### src/rtl/priv_exc_pkg.sv
package priv_exc_pkg;
  localparam int CODE_W = 5;

  typedef enum logic [CODE_W-1:0] {
    CODE_IRQ      = 5'd0,
    CODE_MISS_LD  = 5'd2,
    CODE_MISS_ST  = 5'd3,
    CODE_PRIV     = 5'd11
  } exc_code_e;
endpackage

### src/rtl/pec_cause_arb.sv
module pec_cause_arb
  import priv_exc_pkg::*;
(
  input  logic       user_mode,
  input  logic       instr_valid,
  input  logic       instr_is_cop_move,
  input  logic       instr_is_eret,
  input  logic       tlb_miss_load,
  input  logic       tlb_miss_store,
  input  logic       timer_irq,
  output logic       take,
  output exc_code_e  code
);
  logic priv_hit;
  logic miss_hit;
  logic irq_hit;

  // Operations reserved for kernel software trap when issued from user mode.
  assign priv_hit = instr_valid && user_mode && (instr_is_cop_move || instr_is_eret);
  assign miss_hit = tlb_miss_load || tlb_miss_store;
  // Interrupts are held off while a kernel handler runs.
  assign irq_hit  = timer_irq && user_mode;

  assign take = priv_hit || miss_hit || irq_hit;

  always_comb begin
    if (priv_hit)           code = CODE_PRIV;
    else if (tlb_miss_load) code = CODE_MISS_LD;
    else if (tlb_miss_store) code = CODE_MISS_ST;
    else                    code = CODE_IRQ;
  end
endmodule

### src/rtl/pec_epc_store.sv
module pec_epc_store #(
  parameter int ADDR_W = 32
) (
  input  logic              clk,
  input  logic              rst_n,
  input  logic              capture,
  input  logic [ADDR_W-1:0] capture_pc,
  input  logic              sw_wr,
  input  logic [ADDR_W-1:0] sw_data,
  output logic [ADDR_W-1:0] epc
);
  always_ff @(posedge clk or negedge rst_n) begin
    if (!rst_n)       epc <= '0;
    else if (capture) epc <= capture_pc;
    else if (sw_wr)   epc <= sw_data;
  end
endmodule

### src/rtl/pec_mode_reg.sv
module pec_mode_reg (
  input  logic clk,
  input  logic rst_n,
  input  logic to_kernel,
  input  logic to_user,
  output logic user_mode
);
  always_ff @(posedge clk or negedge rst_n) begin
    if (!rst_n)         user_mode <= 1'b0;
    else if (to_kernel) user_mode <= 1'b0;
    else if (to_user)   user_mode <= 1'b1;
  end
endmodule

### src/rtl/priv_exc_ctrl.sv
module priv_exc_ctrl
  import priv_exc_pkg::*;
#(
  parameter int               ADDR_W   = 32,
  parameter logic [ADDR_W-1:0] VEC_ADDR = 32'h8000_0180
) (
  input  logic              clk,
  input  logic              rst_n,
  input  logic              instr_valid,
  input  logic              instr_is_cop_move,
  input  logic              instr_is_eret,
  input  logic [ADDR_W-1:0] instr_pc,
  input  logic              tlb_miss_load,
  input  logic              tlb_miss_store,
  input  logic              timer_irq,
  input  logic              epc_wr_en,
  input  logic [ADDR_W-1:0] epc_wr_data,
  output logic              user_mode,
  output logic              redirect_valid,
  output logic [ADDR_W-1:0] redirect_pc,
  output logic [ADDR_W-1:0] epc_value,
  output logic [CODE_W-1:0] cause_code
);
  logic      exc_take;
  exc_code_e exc_code;
  logic      ret_take;
  logic      epc_sw_wr;

  pec_cause_arb arb_i (
    .user_mode         (user_mode),
    .instr_valid       (instr_valid),
    .instr_is_cop_move (instr_is_cop_move),
    .instr_is_eret     (instr_is_eret),
    .tlb_miss_load     (tlb_miss_load),
    .tlb_miss_store    (tlb_miss_store),
    .timer_irq         (timer_irq),
    .take              (exc_take),
    .code              (exc_code)
  );

  // Return is honoured only from kernel mode and only when nothing traps.
  assign ret_take  = instr_valid && instr_is_eret && !user_mode && !exc_take;
  assign epc_sw_wr = epc_wr_en && !user_mode;

  pec_epc_store #(.ADDR_W(ADDR_W)) epc_i (
    .clk        (clk),
    .rst_n      (rst_n),
    .capture    (exc_take),
    .capture_pc (instr_pc),
    .sw_wr      (epc_sw_wr),
    .sw_data    (epc_wr_data),
    .epc        (epc_value)
  );

  pec_mode_reg mode_i (
    .clk       (clk),
    .rst_n     (rst_n),
    .to_kernel (exc_take),
    .to_user   (ret_take),
    .user_mode (user_mode)
  );

  always_ff @(posedge clk or negedge rst_n) begin
    if (!rst_n) begin
      cause_code     <= '0;
      redirect_valid <= 1'b0;
      redirect_pc    <= '0;
    end else begin
      redirect_valid <= exc_take || ret_take;
      if (exc_take) begin
        cause_code  <= exc_code;
        redirect_pc <= VEC_ADDR;
      end else if (ret_take) begin
        redirect_pc <= epc_value;
      end
    end
  end
endmodule

### config.mk
export PLATFORM = sky130hd
export DESIGN_NAME = priv_exc_ctrl
export DESIGN_NICKNAME = d
export VERILOG_FILES = /design/src/rtl/priv_exc_pkg.sv /design/src/rtl/pec_cause_arb.sv /design/src/rtl/pec_epc_store.sv /design/src/rtl/pec_mode_reg.sv /design/src/rtl/priv_exc_ctrl.sv
export SDC_FILE = /design/constraint.sdc
export NUM_CORES = 1
export LEC_CHECK = 0
export ABC_AREA = 0
export BUFFER_PORTS_ARGS = -buffer_cell sky130_fd_sc_hd__buf_2
export CAP_MARGIN = 25
export CORE_ASPECT_RATIO = 1.5
export CORE_MARGIN = 5
export CORE_UTILIZATION = 52
export CTS_CLUSTER_SIZE = 24
export DETAILED_ROUTE_END_ITERATION = 10
export PLACE_DENSITY = 0.91
export SLEW_MARGIN = 40
export SYNTH_ARGS = -nofsm -noshare
export SYNTH_HDL_FRONTEND = slang
export SYNTH_SLANG_ARGS = --single-unit
### constraint.sdc
create_clock -name clk -period 3.3 [get_ports clk]
set_clock_uncertainty 0.2 [all_clocks]
set_input_delay 0.165 -clock clk [delete_from_list [all_inputs] [get_ports clk]]
set_output_delay 0.165 -clock clk [all_outputs]
set_load 0.005 [all_outputs]
# Word level (Yosys, flattened, before mapping)
# Index checks and enable logic that the tools add are counted.
[totals]
register_bits = 71
latch_bits = 0
ram_bits = 0
rom_bits = 0
input_bits = 73
out_inout_bits = 71
wordCells = 30
memories = 0
[classes]
add_sub_neg = 0
n_mul = 0
div_mod_pow = 0
magnitude_cmp = 0
eq_ne = 0
shifts = 0
mux = 9
n_bitwise = 0
n_reduce_logical = 16
[ops]
columns = ["operator", "n"]
rows = [
  ["32-bit two-way mux", 4],
  ["5-bit two-way mux", 2],
  ["1-bit logical AND", 7],
  ["1-bit logical OR", 5],
  ["2-bit nonzero test", 2],
  ["1-bit logical NOT", 2],
  ["1-bit two-way mux", 2],
  ["2-bit two-way mux", 1],
]

# Logic depth before layout (Yosys ltp)
[depth]
ltp_word = 8
depth_mapped = 5
ltp_nobuf = 3

# Hierarchy
# Synthesis repeated with hierarchy kept, for this count alone.
[unflattened]
hier_cells = 308
hier_area_um2 = 3473.3
[modules_own_cells]
columns = ["mod", "n_inst", "cells_each", "area_each_um2", "seq_area_each_um2"]
rows = [
  ["priv_exc_ctrl", 1, 155, 1846.8, 950.9],
  ["pec_epc_store", 1, 139, 1515.2, 800.8],
  ["pec_cause_arb", 1, 12, 76.3, 0.0],
  ["pec_mode_reg", 1, 2, 35.0, 25.0],
]

# Least setup slack after synthesis
# No wires, ideal clock.
[synth_path]
path_type = "register -> register"
start = "register mode_i.user_mode"
end = "register epc_i.epc[0]"
setup_ps = 125
arrival_time_ps = 1463
required_ps = 2975
path_slack_ps = 1512
stages_incl_launch_ff = 5
path_buffers = 1
period_less_slack_ps = 1788
cell_sequence = "dfrtp_1 a211o_1 nor2_4 buf_6 mux2_4"
[synth_via]
elab_chain_len = 5
elab_cells_between_ends = 9
classes_between = "1 x mux; 8 x reduce/logical"
[synth_rtl]
columns = ["item", "line_no", "source"]
rows = [
  ["from (decl)", "pec_mode_reg.sv:6", "output logic user_mode"],
  ["from (signal assigned)", "pec_mode_reg.sv:9", "if (!rst_n) user_mode <= 1'b0;"],
  ["from (signal assigned)", "pec_mode_reg.sv:10", "else if (to_kernel) user_mode <= 1'b0;"],
  ["from (signal assigned)", "pec_mode_reg.sv:11", "else if (to_user) user_mode <= 1'b1;"],
  ["1-bit logical AND (2 in a row)", "pec_cause_arb.sv:19", "assign priv_hit = instr_valid && user_mode && (instr_is_cop_move || instr_is_eret);"],
  ["1-bit logical OR (2 in a row)", "pec_cause_arb.sv:24", "assign take = priv_hit || miss_hit || irq_hit;"],
  ["32-bit two-way mux / 2-bit nonzero test (equally long branches)", "n/a", ""],
  ["to (signal assigned)", "pec_epc_store.sv:14", "else if (capture) epc <= capture_pc;"],
  ["to (signal assigned)", "pec_epc_store.sv:15", "else if (sw_wr) epc <= sw_data;"],
  ["to (decl)", "pec_epc_store.sv:10", "output logic [ADDR_W-1:0] epc"],
]
# Several ways; a longest one is shown, not always the timed one.
# A chain may end at the register's enable or synchronous reset.

# Worst setup path in the final report
[layout_path]
start = "register mode_i.user_mode"
end = "register epc_i.epc[30]"
# Same word-level chain as after synthesis.

==> key figures <==
CTS
  • Clock buffer count from CTS: 9
  • Clock Root Buffer: clkbuf_8
  • TritonCTS clock tree: done
  • Clock Sinks: 69
  • Clock transition at path regs: 70 ps
  • Clock Latency Late Sink: 340 ps
  • Hold bufs inserted after CTS: 69
  • Longest Clk Path Bufs: 2
  • Setup bufs post-CTS: 0
  • H-tree levels: 3
  • Post-cts resize count: 0

Setup path
  • Crit. End Element: flip-flop
  • Worst EP arrival: 3090 ps
  • CP max FO: 19
  • CP Class: reg2reg
  • Reg2reg start: mode_i.user_mode
  • Capturing point of the worst reg2reg path: epc_i.epc[30]
  • R2R cell count: 5
  • WP data required: 3320 ps
  • Startpoint Class: flip-flop
  • FF-to-FF setup slack: 230 ps

Final layout
  • Fill count: 385
  • Core Util, Final: 0.776
  • Area Overhead vs Synth: 45.9%
  • # diodes: 0
  • Layout Cells excl Fill: 557
  • Nets: 550
  • Share of cells above drive strength 1: 0.495

Synth
  • Syn avg cell area: 12.7 sq um
  • Yosys cell types: 25
  • Sequential share of the synthesized area: 0.504
  • Mapped Area: 3420 sq um
  • Synthesis-stage register bit count: 69
  • Post-synthesis cell count: 270
  • Yosys warns: 0

Run status
  • Status: completed

Placement
  • Placed cell count: 473
  • DP Wirelength: 6490 microns
  • PortBufs: 141
  • Global placer's final weighted congestion: 0.843

Timing
  • Setup TNS: 0 ps
  • RSZ-0062 raised after global routing: false
  • Hold Vio Cnt, Final: 0
  • Pins Over Slew Limit: 0
  • Worst slew pin tran: 706 ps
  • Rel. slew slack: 0.529
  • Final Critical Period: 3070 ps
  • Fmax: 0.325 GHz
  • Period utilization: 0.932
  • Setup-failing EPs final: 0

Power
  • Max VDD drop: 0.000249 V
  • Pwr dens: 393 nW/um^2
  • Leakage: 2.50 nW
  • Total power: 0.00196 W

GRT
  • M3 GR Usage: 0.0631
  • Busiest grt layer: met2
  • Grt met1 use: 0.279
  • Vias in the first global route: 3345
  • Total grt overflow: 0
  • Largest net degree at the start of global routing: 51
  • Routing usage on met2: 0.456
  • Total GRT Usage: 0.260
  • Initial antenna violation count: 0
  • First-pass GRT wire length: 16900 microns

Hold path
  • Hold worst-path end: epc_i.epc[6]
  • Critical hold path startpoint: epc_wr_data[6]
  • Hold path cells: 3
  • Hold Path Class: in2reg

Route
  • Total number of vias: 3030
  • DRT Wirelength: 10700 microns
  • WL per Instance: 19.3 microns
  • Vias per inst: 5.44
  • 1st-iter DRT viols: 155
  • Post-DRT Antenna Nets: 0
  • # DRC: 0
  • First drt pass iteration count: 4

Floorplanning
  • Vert. Die Dim: 109 microns
  • Die ar.: 8340 sq um
  • Core box area: 6440 sq um
  • Die width: 76.3 microns
  • Row Count: 36
  • Initial core utilization: 0.532
  • # IOs: 144

Flow run
  • Max-cap violation count: 0
[cells in the mapped netlist (all sizes together)]
cell type | count | area share
a211o | 1 | 0.0026
a21o | 1 | 0.0022
a21oi | 31 | 0.056
and2 | 1 | 0.0018
and3b | 1 | 0.0026
buf | 12 | 0.034
clkbuf | 10 | 0.011
conb | 1 | 0.0011
dfrtp | 69 | 0.50
mux2 | 64 | 0.27
nand2 | 33 | 0.036
nand2b | 1 | 0.0018
nand3 | 29 | 0.042
nand3b | 1 | 0.0022
nor2 | 4 | 0.0066
nor3 | 5 | 0.0073
o211a | 1 | 0.0051
o21ai | 3 | 0.0044
o21bai | 1 | 0.0022
or3 | 1 | 0.0018
[cells in the final DEF (no fill, tap or decap), types with 2 or more instances in the layout]
cell type and instances:
conb_1 2, mux2_2 6, buf_4 7, o21ai_0 3, a21oi_1 21, clkbuf_1 3, dfrtp_1 69, buf_2 140
dlygate4sd3_1 69, a21oi_2 10, clkinv_2 2, mux2_4 58, nand3_1 29, nor3_1 5, nand2_1 32, clkbuf_8 10
nor2_1 3
[sequential cells by signal, summed over array words and instances, names as in the netlist]
name and flops:
cause_code 3, epc_i.epc 32, mode_i.user_mode 1, redirect_pc 32, redirect_valid 1
[metrics by stage]
stage	area, sq um	hold slack [ps]	setup WS (ps)
after floorplan	3430	-331	1510
after global placement	4140	198	986
after detailed placement	4150	26.5	870
after CTS	5000	0.938	309
after global routing	5000	10.2	132
final	5000	13.6	225
[power breakdown]
part	switching [W]	internal [W]	leakage (nW)	total, W
sequential	0.0000413	0.000893	0.860	0.000935
clock	0.000301	0.000288	0.0833	0.000588
combinational	0.000172	0.000269	1.55	0.000441
total	0.000514	0.00145	2.50	0.00196
[critical path, cell delays in order, from the launching register on]
cell and delay [ps]:
dfrtp_1 490, nand2b_2 640, buf_4 410, mux2_4 340
mux2_4 270, dlygate4sd3_1 590
[cell families after synthesis]
group / after synthesis / share of synthesized area
muxes: 64 / 0.274
and+or+nand+nor: 76 / 0.103
AOI/OAI and AO/OA: 38 / 0.0727
other: 1 / 0.00110
DFF: 69 / 0.504
buffers and inverters: 22 / 0.0453
[routing by layer]
metal | vias to the layer above | share of wire
met5 | - | 0
met4 | 0 | 0.052
met3 | 45 | 0.059
met2 | 150 | 0.53
met1 | 1489 | 0.36
li1 | 1346 | -
[worst max path at each step]
stage | slack (ps) | to | from
2_1_floorplan | 1510 | epc_i.epc[0] | mode_i.user_mode
3_3_place_gp | 990 | epc_i.epc[30] | mode_i.user_mode
3_5_place_dp | 870 | epc_i.epc[22] | mode_i.user_mode
4_1_cts | 310 | epc_i.epc[22] | mode_i.user_mode
5_1_grt | 130 | epc_i.epc[30] | mode_i.user_mode
6_report | 230 | epc_i.epc[30] | mode_i.user_mode
[cell type report]
type / instances / area, sq um / share of cell area
timing repair buffer: 217 / 1460 / 0.293
clock buffer: 13 / 149 / 0.0298
sequential: 69 / 1730 / 0.346
tap: 76 / 95.1 / 0.0190
clock inverter: 2 / 10.0 / 0.00200
multi-input combinational: 180 / 1550 / 0.311
Power figures use the tool's default switching activity.
